**config.mk**
```make
export PLATFORM = sky130hd
export DESIGN_NAME = uop_alu
export DESIGN_NICKNAME = d
export VERILOG_FILES = /design/src/rtl/uop_alu_pkg.sv /design/src/rtl/uop_arith.sv /design/src/rtl/uop_shift.sv /design/src/rtl/uop_lane.sv /design/src/rtl/uop_alu.sv
export SDC_FILE = /design/constraint.sdc
export NUM_CORES = 1
export LEC_CHECK = 0
export ABC_CLOCK_PERIOD_IN_PS = 5200
export BUFFER_PORTS_ARGS = -buffer_cell sky130_fd_sc_hd__buf_4
export CORE_MARGIN = 5
export CORE_UTILIZATION = 55
export DETAILED_ROUTE_END_ITERATION = 16
export PLACE_DENSITY = 0.76
export RECOVER_POWER = 25
export SYNTH_ARGS = -nofsm -noshare
export SYNTH_HDL_FRONTEND = slang
export SYNTH_SLANG_ARGS = --single-unit
```
**constraint.sdc**
```tcl
create_clock -name vclk -period 5.2
set_input_delay 1.04 -clock vclk [all_inputs]
set_output_delay 1.04 -clock vclk [all_outputs]
set_load 0.01 [all_outputs]
```
**src/rtl/uop_alu_pkg.sv**
```systemverilog
// Package: shared operation codes and field positions of the one-operand ALU.
// Assumes op code = {group[1:0], sub[1:0]}.
package uop_alu_pkg;
    localparam int DATA_W  = 16;
    localparam int BYTE_W  = 8;
    localparam int FLAGS_W = 4;
    localparam int FN = 3;
    localparam int FZ = 2;
    localparam int FV = 1;
    localparam int FC = 0;

    typedef enum logic [3:0] {
        OP_CLR = 4'h0, OP_COM = 4'h1, OP_INC = 4'h2, OP_DEC = 4'h3,
        OP_NEG = 4'h4, OP_ADC = 4'h5, OP_SBC = 4'h6, OP_TST = 4'h7,
        OP_ROR = 4'h8, OP_ROL = 4'h9, OP_ASR = 4'hA, OP_ASL = 4'hB
    } op_e;

    localparam logic [1:0] GRP_SHIFT = 2'd2;
    localparam logic [1:0] GRP_RSVD  = 2'd3;
endpackage

```
**src/rtl/uop_arith.sv**
```systemverilog
// Module: arithmetic/logic half of a lane (groups 0 and 1) at width W.
// Produces result, V, C and their enables. N/Z are formed by the lane.
module uop_arith #(
    parameter int W = 16
) (
    input  logic [W-1:0] x_i,
    input  logic         cin_i,
    input  logic [2:0]   sel_i,
    output logic [W-1:0] res_o,
    output logic         v_o,
    output logic         c_o,
    output logic         we_c_o,
    output logic         res_we_o
);
    import uop_alu_pkg::*;

    localparam logic [W-1:0] MIN_NEG = {1'b1, {(W-1){1'b0}}};
    localparam logic [W-1:0] MAX_POS = {1'b0, {(W-1){1'b1}}};
    localparam logic [W-1:0] ONE     = {{(W-1){1'b0}}, 1'b1};

    logic [W-1:0] cin_w;
    assign cin_w = {{(W-1){1'b0}}, cin_i};

    // Per-operation result and V/C rules.
    always_comb begin
        res_o    = x_i;
        v_o      = 1'b0;
        c_o      = 1'b0;
        we_c_o   = 1'b1;
        res_we_o = 1'b1;
        case (sel_i)
            3'd0: res_o = '0;
            3'd1: begin
                res_o = ~x_i;
                c_o   = 1'b1;
            end
            3'd2: begin
                res_o  = x_i + ONE;
                v_o    = (res_o == MIN_NEG);
                we_c_o = 1'b0;
            end
            3'd3: begin
                res_o  = x_i - ONE;
                v_o    = (res_o == MAX_POS);
                we_c_o = 1'b0;
            end
            3'd4: begin
                res_o = ~x_i + ONE;
                v_o   = (res_o == MIN_NEG);
                c_o   = (res_o != '0);
            end
            3'd5: begin
                res_o = x_i + cin_w;
                v_o   = (res_o == MIN_NEG) && cin_i;
                c_o   = (res_o == '0) && cin_i;
            end
            3'd6: begin
                res_o = x_i - cin_w;
                v_o   = (x_i == MIN_NEG) && cin_i;
                c_o   = (x_i == '0) && cin_i;
            end
            default: res_we_o = 1'b0;
        endcase
    end
endmodule

```
**src/rtl/uop_shift.sv**
```systemverilog
// Module: shift/rotate half of a lane (group 2) at width W.
// Assumes W >= 2. All four ops write C.
module uop_shift #(
    parameter int W = 16
) (
    input  logic [W-1:0] x_i,
    input  logic         cin_i,
    input  logic [1:0]   sub_i,
    output logic [W-1:0] res_o,
    output logic         c_o
);
    // Select the shifted value and the bit falling out.
    always_comb begin
        case (sub_i)
            2'd0: begin
                res_o = {cin_i, x_i[W-1:1]};
                c_o   = x_i[0];
            end
            2'd1: begin
                res_o = {x_i[W-2:0], cin_i};
                c_o   = x_i[W-1];
            end
            2'd2: begin
                res_o = {x_i[W-1], x_i[W-1:1]};
                c_o   = x_i[0];
            end
            default: begin
                res_o = {x_i[W-2:0], 1'b0};
                c_o   = x_i[W-1];
            end
        endcase
    end
endmodule

```
**src/rtl/uop_lane.sv**
```systemverilog
// Module: one complete ALU lane at width W; joins both halves and forms
// N, Z and every enable. Unwritten flag outputs are driven 0.
module uop_lane #(
    parameter int W = 16
) (
    input  logic [W-1:0] x_i,
    input  logic         cin_i,
    input  logic [3:0]   op_i,
    output logic [W-1:0] res_o,
    output logic         res_we_o,
    output logic [3:0]   flags_o,
    output logic [3:0]   we_o
);
    import uop_alu_pkg::*;

    logic [W-1:0] a_res, s_res;
    logic         a_v, a_c, a_we_c, a_res_we, s_c;
    logic [1:0]   grp;
    logic         n_bit, z_bit, v_bit, c_bit;

    assign grp = op_i[3:2];

    uop_arith #(.W(W)) u_arith (
        .x_i(x_i), .cin_i(cin_i), .sel_i(op_i[2:0]),
        .res_o(a_res), .v_o(a_v), .c_o(a_c),
        .we_c_o(a_we_c), .res_we_o(a_res_we)
    );

    uop_shift #(.W(W)) u_shift (
        .x_i(x_i), .cin_i(cin_i), .sub_i(op_i[1:0]),
        .res_o(s_res), .c_o(s_c)
    );

    // Route the selected half and its enables to the lane outputs.
    always_comb begin
        if (grp == GRP_RSVD) begin
            res_o    = x_i;
            res_we_o = 1'b0;
            we_o     = '0;
            c_bit    = 1'b0;
            v_bit    = 1'b0;
        end else if (grp == GRP_SHIFT) begin
            res_o    = s_res;
            res_we_o = 1'b1;
            we_o     = 4'b1111;
            c_bit    = s_c;
            v_bit    = s_res[W-1] ^ s_c;
        end else begin
            res_o    = a_res;
            res_we_o = a_res_we;
            we_o     = {3'b111, a_we_c};
            c_bit    = a_c & a_we_c;
            v_bit    = a_v;
        end
    end

    // Sign and zero detection on the lane result.
    always_comb begin
        n_bit = res_o[W-1] & we_o[FN];
        z_bit = (res_o == '0) & we_o[FZ];
        flags_o = {n_bit, z_bit, v_bit, c_bit};
    end
endmodule

```
**src/rtl/uop_alu.sv**
```systemverilog
// Module: top of the one-operand ALU. Builds a word lane and a byte lane,
// picks one by byte_mode_i, and keeps the upper byte in byte mode.
// Assumes purely combinational use inside the execute stage.
module uop_alu (
    input  logic [15:0] operand_i,
    input  logic        carry_i,
    input  logic        byte_mode_i,
    input  logic [3:0]  op_i,
    output logic [15:0] result_o,
    output logic        result_we_o,
    output logic        flag_n_o,
    output logic        flag_z_o,
    output logic        flag_v_o,
    output logic        flag_c_o,
    output logic [3:0]  flag_we_o
);
    import uop_alu_pkg::*;

    localparam int NLANE = 2;

    logic [DATA_W-1:0]  lane_res   [NLANE];
    logic               lane_rwe   [NLANE];
    logic [FLAGS_W-1:0] lane_flags [NLANE];
    logic [FLAGS_W-1:0] lane_we    [NLANE];

    // Lane 0 is full word width, lane 1 is byte width.
    for (genvar g = 0; g < NLANE; g++) begin : g_lane
        localparam int LW = (g == 0) ? DATA_W : BYTE_W;
        logic [LW-1:0] res_l;
        uop_lane #(.W(LW)) u_lane (
            .x_i(operand_i[LW-1:0]), .cin_i(carry_i), .op_i(op_i),
            .res_o(res_l), .res_we_o(lane_rwe[g]),
            .flags_o(lane_flags[g]), .we_o(lane_we[g])
        );
        if (LW == DATA_W) begin : g_full
            assign lane_res[g] = res_l;
        end else begin : g_part
            assign lane_res[g] = {operand_i[DATA_W-1:LW], res_l};
        end
    end

    // Choose the lane that matches the operand size.
    always_comb begin
        int sel;
        sel = byte_mode_i ? 1 : 0;
        result_o    = lane_res[sel];
        result_we_o = lane_rwe[sel];
        flag_we_o   = lane_we[sel];
        {flag_n_o, flag_z_o, flag_v_o, flag_c_o} = lane_flags[sel];
    end
endmodule

```
Word-level counts from Yosys, hierarchy flattened --
Cells that the tools add are included.
Operators by class: $add $sub $neg 10, multipliers 0, div/mod/pow operators 0, order comparisons 1, equal/unequal tests 20, shift-type cells 0, mux-type cells 39, bitwise gates (word level) 11, reduce and logical (&&, ||, !) cells 21
Operator list (count):
- one-hot mux 16 bit (7 select lines) | 1
- 2-to-1 mux 16 bit | 5
- == test 16 bit (second input constant) | 4
- one-hot mux 8 bit (7 select lines) | 1
- logical NOT 16 bit | 3
- one-hot mux 16 bit (3 select lines) | 1
- adder 16 x 1 -> 16 bit (second input constant) | 2
- == test 8 bit (second input constant) | 4
- greater-or-equal comparator 32 x 2 -> 1 bit (second input constant) | 1
- NOT 1 -> 32 bit | 1
- logical NOT 8 bit | 3
- 2-to-1 mux 4 bit | 6
- one-hot mux 8 bit (3 select lines) | 1
- 2-to-1 mux 1 bit | 18
- adder 16 x 1 -> 16 bit | 1
- adder 8 x 1 -> 8 bit (second input constant) | 2
- == test 16 x 15 -> 1 bit (second input constant) | 1
- 2-to-1 mux 8 bit | 2
- NOT 16 bit | 1
- nonzero test 16 bit | 1
- subtractor 16 x 1 -> 16 bit | 1
- subtractor 16 x 1 -> 16 bit (second input constant) | 1
- one-hot mux 1 bit (5 select lines) | 2
- == test 3 bit (second input constant) | 3
- 18 further kinds | 36
Storage, ports and cells: bits in registers 0, bits in latches 0, RAM bits 0, ROM bits 0, input bits 22, output and inout port bits 25, word-level logic and storage cells 102, memories 0

Longest topological paths before layout --
depth in word-level cells 10, depth in mapped cells 13, depth with buffers taken out 11

Modules after synthesis --
A second synthesis with hierarchy kept.
Unflattened totals: cell total of the unflattened synthesis 863, area, all modules 5671.7 µm²
Modules (own cells, without submodules):
- uop_arith at g_lane[0].u_lane.u_arith | times used 1, cells each 445, area each 2607.5 µm², sequential area each 0.0 µm²
- uop_arith at g_lane[1].u_lane.u_arith | times used 1, cells each 220, area each 1410.1 µm², sequential area each 0.0 µm²
- uop_lane at g_lane[0].u_lane | times used 1, cells each 81, area each 519.2 µm², sequential area each 0.0 µm²
- uop_alu | times used 1, cells each 28, area each 407.9 µm², sequential area each 0.0 µm²
- uop_lane at g_lane[1].u_lane | times used 1, cells each 52, area each 321.6 µm², sequential area each 0.0 µm²
- uop_shift at g_lane[0].u_lane.u_shift | times used 1, cells each 23, area each 257.7 µm², sequential area each 0.0 µm²
- uop_shift at g_lane[1].u_lane.u_shift | times used 1, cells each 14, area each 147.6 µm², sequential area each 0.0 µm²

Least setup slack after synthesis --
No wires, ideal clock.
path type in2out, start point in operand_i[0], end point out flag_v_o, data arrival time 3.884 ns, required time 4.160 ns, path slack 0.276 ns, stages 13, buffers on the path 3, cell sequence clkbuf_1 -> clkbuf_1 -> inv_1 -> ha_1 -> buf_2 -> nor3b_1 -> nand2_1 -> xnor2_1 -> nor2_1 -> a21oi_1 -> or4_1 -> o311ai_1 -> a2bb2oi_2
Between the ends: cells in the longest elaborated chain, start to end 9, elaborated cells between the ends (all ways) 37, those cells by class add/sub (8); eq/ne (10); mux (11); bitwise (4); reduce/logical (4)
Ends and longest elaborated chain:
- from (decl) | line uop_alu.sv:5 | input logic [15:0] operand_i,
- adder 16 x 1 -> 16 bit, or another cell as far along | line uop_arith.sv:53 | res_o = x_i + cin_w;
- == test 16 bit, or another cell as far along | line uop_arith.sv:54 | v_o = (res_o == MIN_NEG) && cin_i;
- logical AND 1 bit, or another cell as far along | line uop_arith.sv:54
- one-hot mux 1 bit (5 select lines) | line uop_arith.sv:31 | case (sel_i)
- 2-to-1 mux 1 bit | line uop_lane.sv:42 | end else if (grp == GRP_SHIFT) begin
- 2-to-1 mux 1 bit | line uop_lane.sv:36 | if (grp == GRP_RSVD) begin
- 2-to-1 mux 4 bit (implied by the code) * (3 in a row) | line uop_alu.sv:49 | {flag_n_o, flag_z_o, flag_v_o, flag_c_o} = lane_flags[sel];
- to (decl) | line uop_alu.sv:13 | output logic flag_v_o,
Every way passes the cells marked *; elsewhere a longest branch is shown, timed or not. The select of a mux whose other input is x is not followed.

Final worst setup path --
start point in operand_i[0], end point out flag_z_o
Between the ends: cells in the longest elaborated chain, start to end 10, elaborated cells between the ends (all ways) 27, those cells by class add/sub (10); mux (11); bitwise (4); reduce/logical (2)
Ends and longest elaborated chain:
- NOT 16 bit / NOT 8 bit (equally long branches) | line uop_arith.sv:34, uop_arith.sv:48
- adder 16 x 1 -> 16 bit / adder 8 x 1 -> 8 bit (equally long branches) | line uop_arith.sv:48 | res_o = ~x_i + ONE;
- one-hot mux 16 bit (7 select lines) / one-hot mux 8 bit (7 select lines) (equally long branches) | line uop_arith.sv:31
- 2-to-1 mux 16 bit / 2-to-1 mux 8 bit (equally long branches) | line uop_lane.sv:42
- 2-to-1 mux 16 bit / 2-to-1 mux 8 bit (equally long branches) | line uop_lane.sv:36
- logical NOT 16 bit / logical NOT 8 bit (equally long branches) | line uop_lane.sv:60 | z_bit = (res_o == '0) & we_o[FZ];
- bitwise AND 1 bit | line uop_lane.sv:60
- 2-to-1 mux 4 bit (implied by the code) * (3 in a row) | line uop_alu.sv:49
- to (decl) | line uop_alu.sv:12 | output logic flag_z_o,
Marked as above.

==> results.tsv <==
metric	value	unit
switchingPower	0.233	mW
drt_iter0_markers	704	
rsz0062_at_grt	no	
portBuffers	47	
track_usage	0.394	
cts_setup_buffers	0	
synthToLayoutAreaGrowth	9.78	%
fp-row-count	30	
grt_max_degree	40	
seq_cells	0	
dr.pass1.iters	5	
critPathLaunchType	primary input	
setup.worst_path.end_class	primary output	
synth.largest_area_cell	xnor2_1	
hold_violations	0	
grt-ovfl-total	0	
relSlewSlack	0.542	
max_freq	0.198	GHz
max_cap_viol_count	0	
status	complete, no violations	
p_clk_frac	0	
yosysMostFrequentCell	nor2_1	
arrival	4.02	ns
core_area	6720	sq um
min_to	result_o[15]	
die_area	8600	sq um
cp_max_fo	17	
diodes	0	
path_class	primary input to primary output	
critPathSlowestCell	nor3b_1	
post-route-drc-count	0	
cp_cell_sequence	buf_4 > inv_1 > ha_1 > ha_1 > nor3b_1 > a31oi_1 > a31oi_1 > o211ai_1 > a221o_1 > nor2_1 > nand3_1 > o41ai_2 > buf_4	
dr_total_vias	5324	
critPathLaunch	operand_i[0]	
whs_path_depth	4	
internal_power	0.135	mW
hold_buffers	0	
ctsResizeCount	0	
dp_slack	0.229	ns
post_drt_via_cell_ratio	7.62	
power_density	88.9	nW/um^2
hold_class	primary input to primary output	
grt_pass1_vias	4930	
final_area	4130	sq um
wl	17.4	mm
routedWlPerCell	24.9	um
synthCells	613	
slew_viol_final	0	
clkbuf_count	0	
setup_viol	0	
min_period	5.06	ns
switching_share	0.634	
antenna_found_initial	0	
fp.dieW	92.7	um
setup_tns	0	ns
drive_gt1_frac	0.153	
fin_ws	0.138	ns
die_h	92.7	um
grt_pass1_wl	27.1	mm
post-route-period-util	0.973	
ant_nets	0	
power	0.367	mW
slowest_delay	0.39	ns
place.gp.congestion	1.03	
synth_fp_nets	642	
pin_count	47	
syn_area	3760	sq um
hpwlAfterDp	12.7	mm
peakVddDrop	0.0552	mV
p_comb_frac	1.000	
power_frac_seq	0	
worst_slew_pin_slew	0.684	ns
place_area	4140	sq um
seqCellArea	0	sq um
synthTopCellsByArea	xnor2_1 6.5%, nor2_1 5.7%, o21ai_0 5.6%	
yosysSeqAreaShare	0	
synth_cell_types	77	
hold_start	operand_i[15]	
ys_warn_count	0	
avgSynthCellArea	6.14	sq um
p_leak	1.48	nW
nets	650	
final_core_util	0.615	
synth_common_cells	57 x nor2_1, 46 x nand2_1, 45 x clkbuf_1	
required	4.16	ns
start_util	0.560	
synth_top_cell_area_share	0.0652	
-- metrics by stage --
stage | instances | hold WS (ns)
2_1_floorplan | 613 | 2.27
3_3_place_gp | 699 | 2.53
3_5_place_dp | 699 | 2.54
4_1_cts | 699 | 2.54
5_1_grt | 699 | 2.58
6_report | 699 | 2.54
-- worst max path at each step --
stage                to  slack [ns]
4_1_cts        flag_z_o        0.21
5_1_grt        flag_v_o        0.02
2_1_floorplan  flag_v_o        0.28
3_3_place_gp   flag_v_o        0.30
6_report       flag_z_o        0.14
3_5_place_dp   flag_z_o        0.23
-- layout make-up --
class / count / area, sq um
fillers: 675 / 2590
inverters: 15 / 56.3
multi-input cells: 526 / 3400
well taps: 80 / 100
repair buffers: 78 / 578
-- placed cells by master, fill, tap and decap left out, drive strengths merged, types with 4 or more instances in the layout --
master,instances
a31oi,15
nand3,24
o211ai,7
o221ai,12
xnor2,28
a211o,5
xor2,11
o32ai,4
nor3,34
inv,13
and3,8
or3,7
mux2i,18
o31ai,4
nor2b,9
a21boi,4
o22ai,16
or4,9
o21ai,46
nand4,12
nor4,17
buf,76
mux2,4
a21oi,36
nand2,46
nand2b,11
ha,7
and2,5
nand3b,5
o41ai,4
nor2,57
o21a,5
-- critical path: cells and delay by family --
kind	cells	cell delay, ns
AO/OA/AOI/OAI	5	1.10
buffers and inverters	3	0.51
AND/OR/NAND/NOR	3	0.80
adder cells (fa/ha/maj)	2	0.56
-- layer usage --
| layer | share of wire | track usage | wire length (um) | vias to the layer above |
|---|---|---|---|---|
| li1 | - | - | - | 2338 |
| met1 | 0.37 | 0.521 | 6390 | 2416 |
| met2 | 0.43 | 0.603 | 7540 | 484 |
| met3 | 0.15 | 0.0820 | 2620 | 86 |
| met4 | 0.049 | 0.195 | 854 | 0 |
| met5 | 0 | 0 | 0 | - |
-- logic make-up after synthesis --
family / synth area share
xor+xnor: 0.0908
mux: 0.0599
fa+ha+maj: 0.0233
simple gates: 0.362
buf+inv: 0.0974
compound gates: 0.367
-- power groups by stage --
stage / sequential (mW) / combinational [mW] / clock, mW
2_1_floorplan: 0 / 0.231 / 0
3_3_place_gp: 0 / 0.349 / 0
3_5_place_dp: 0 / 0.352 / 0
4_1_cts: 0 / 0.353 / 0
5_1_grt: 0 / 0.389 / 0
6_report: 0 / 0.367 / 0
Power figures use the tool's default switching activity.
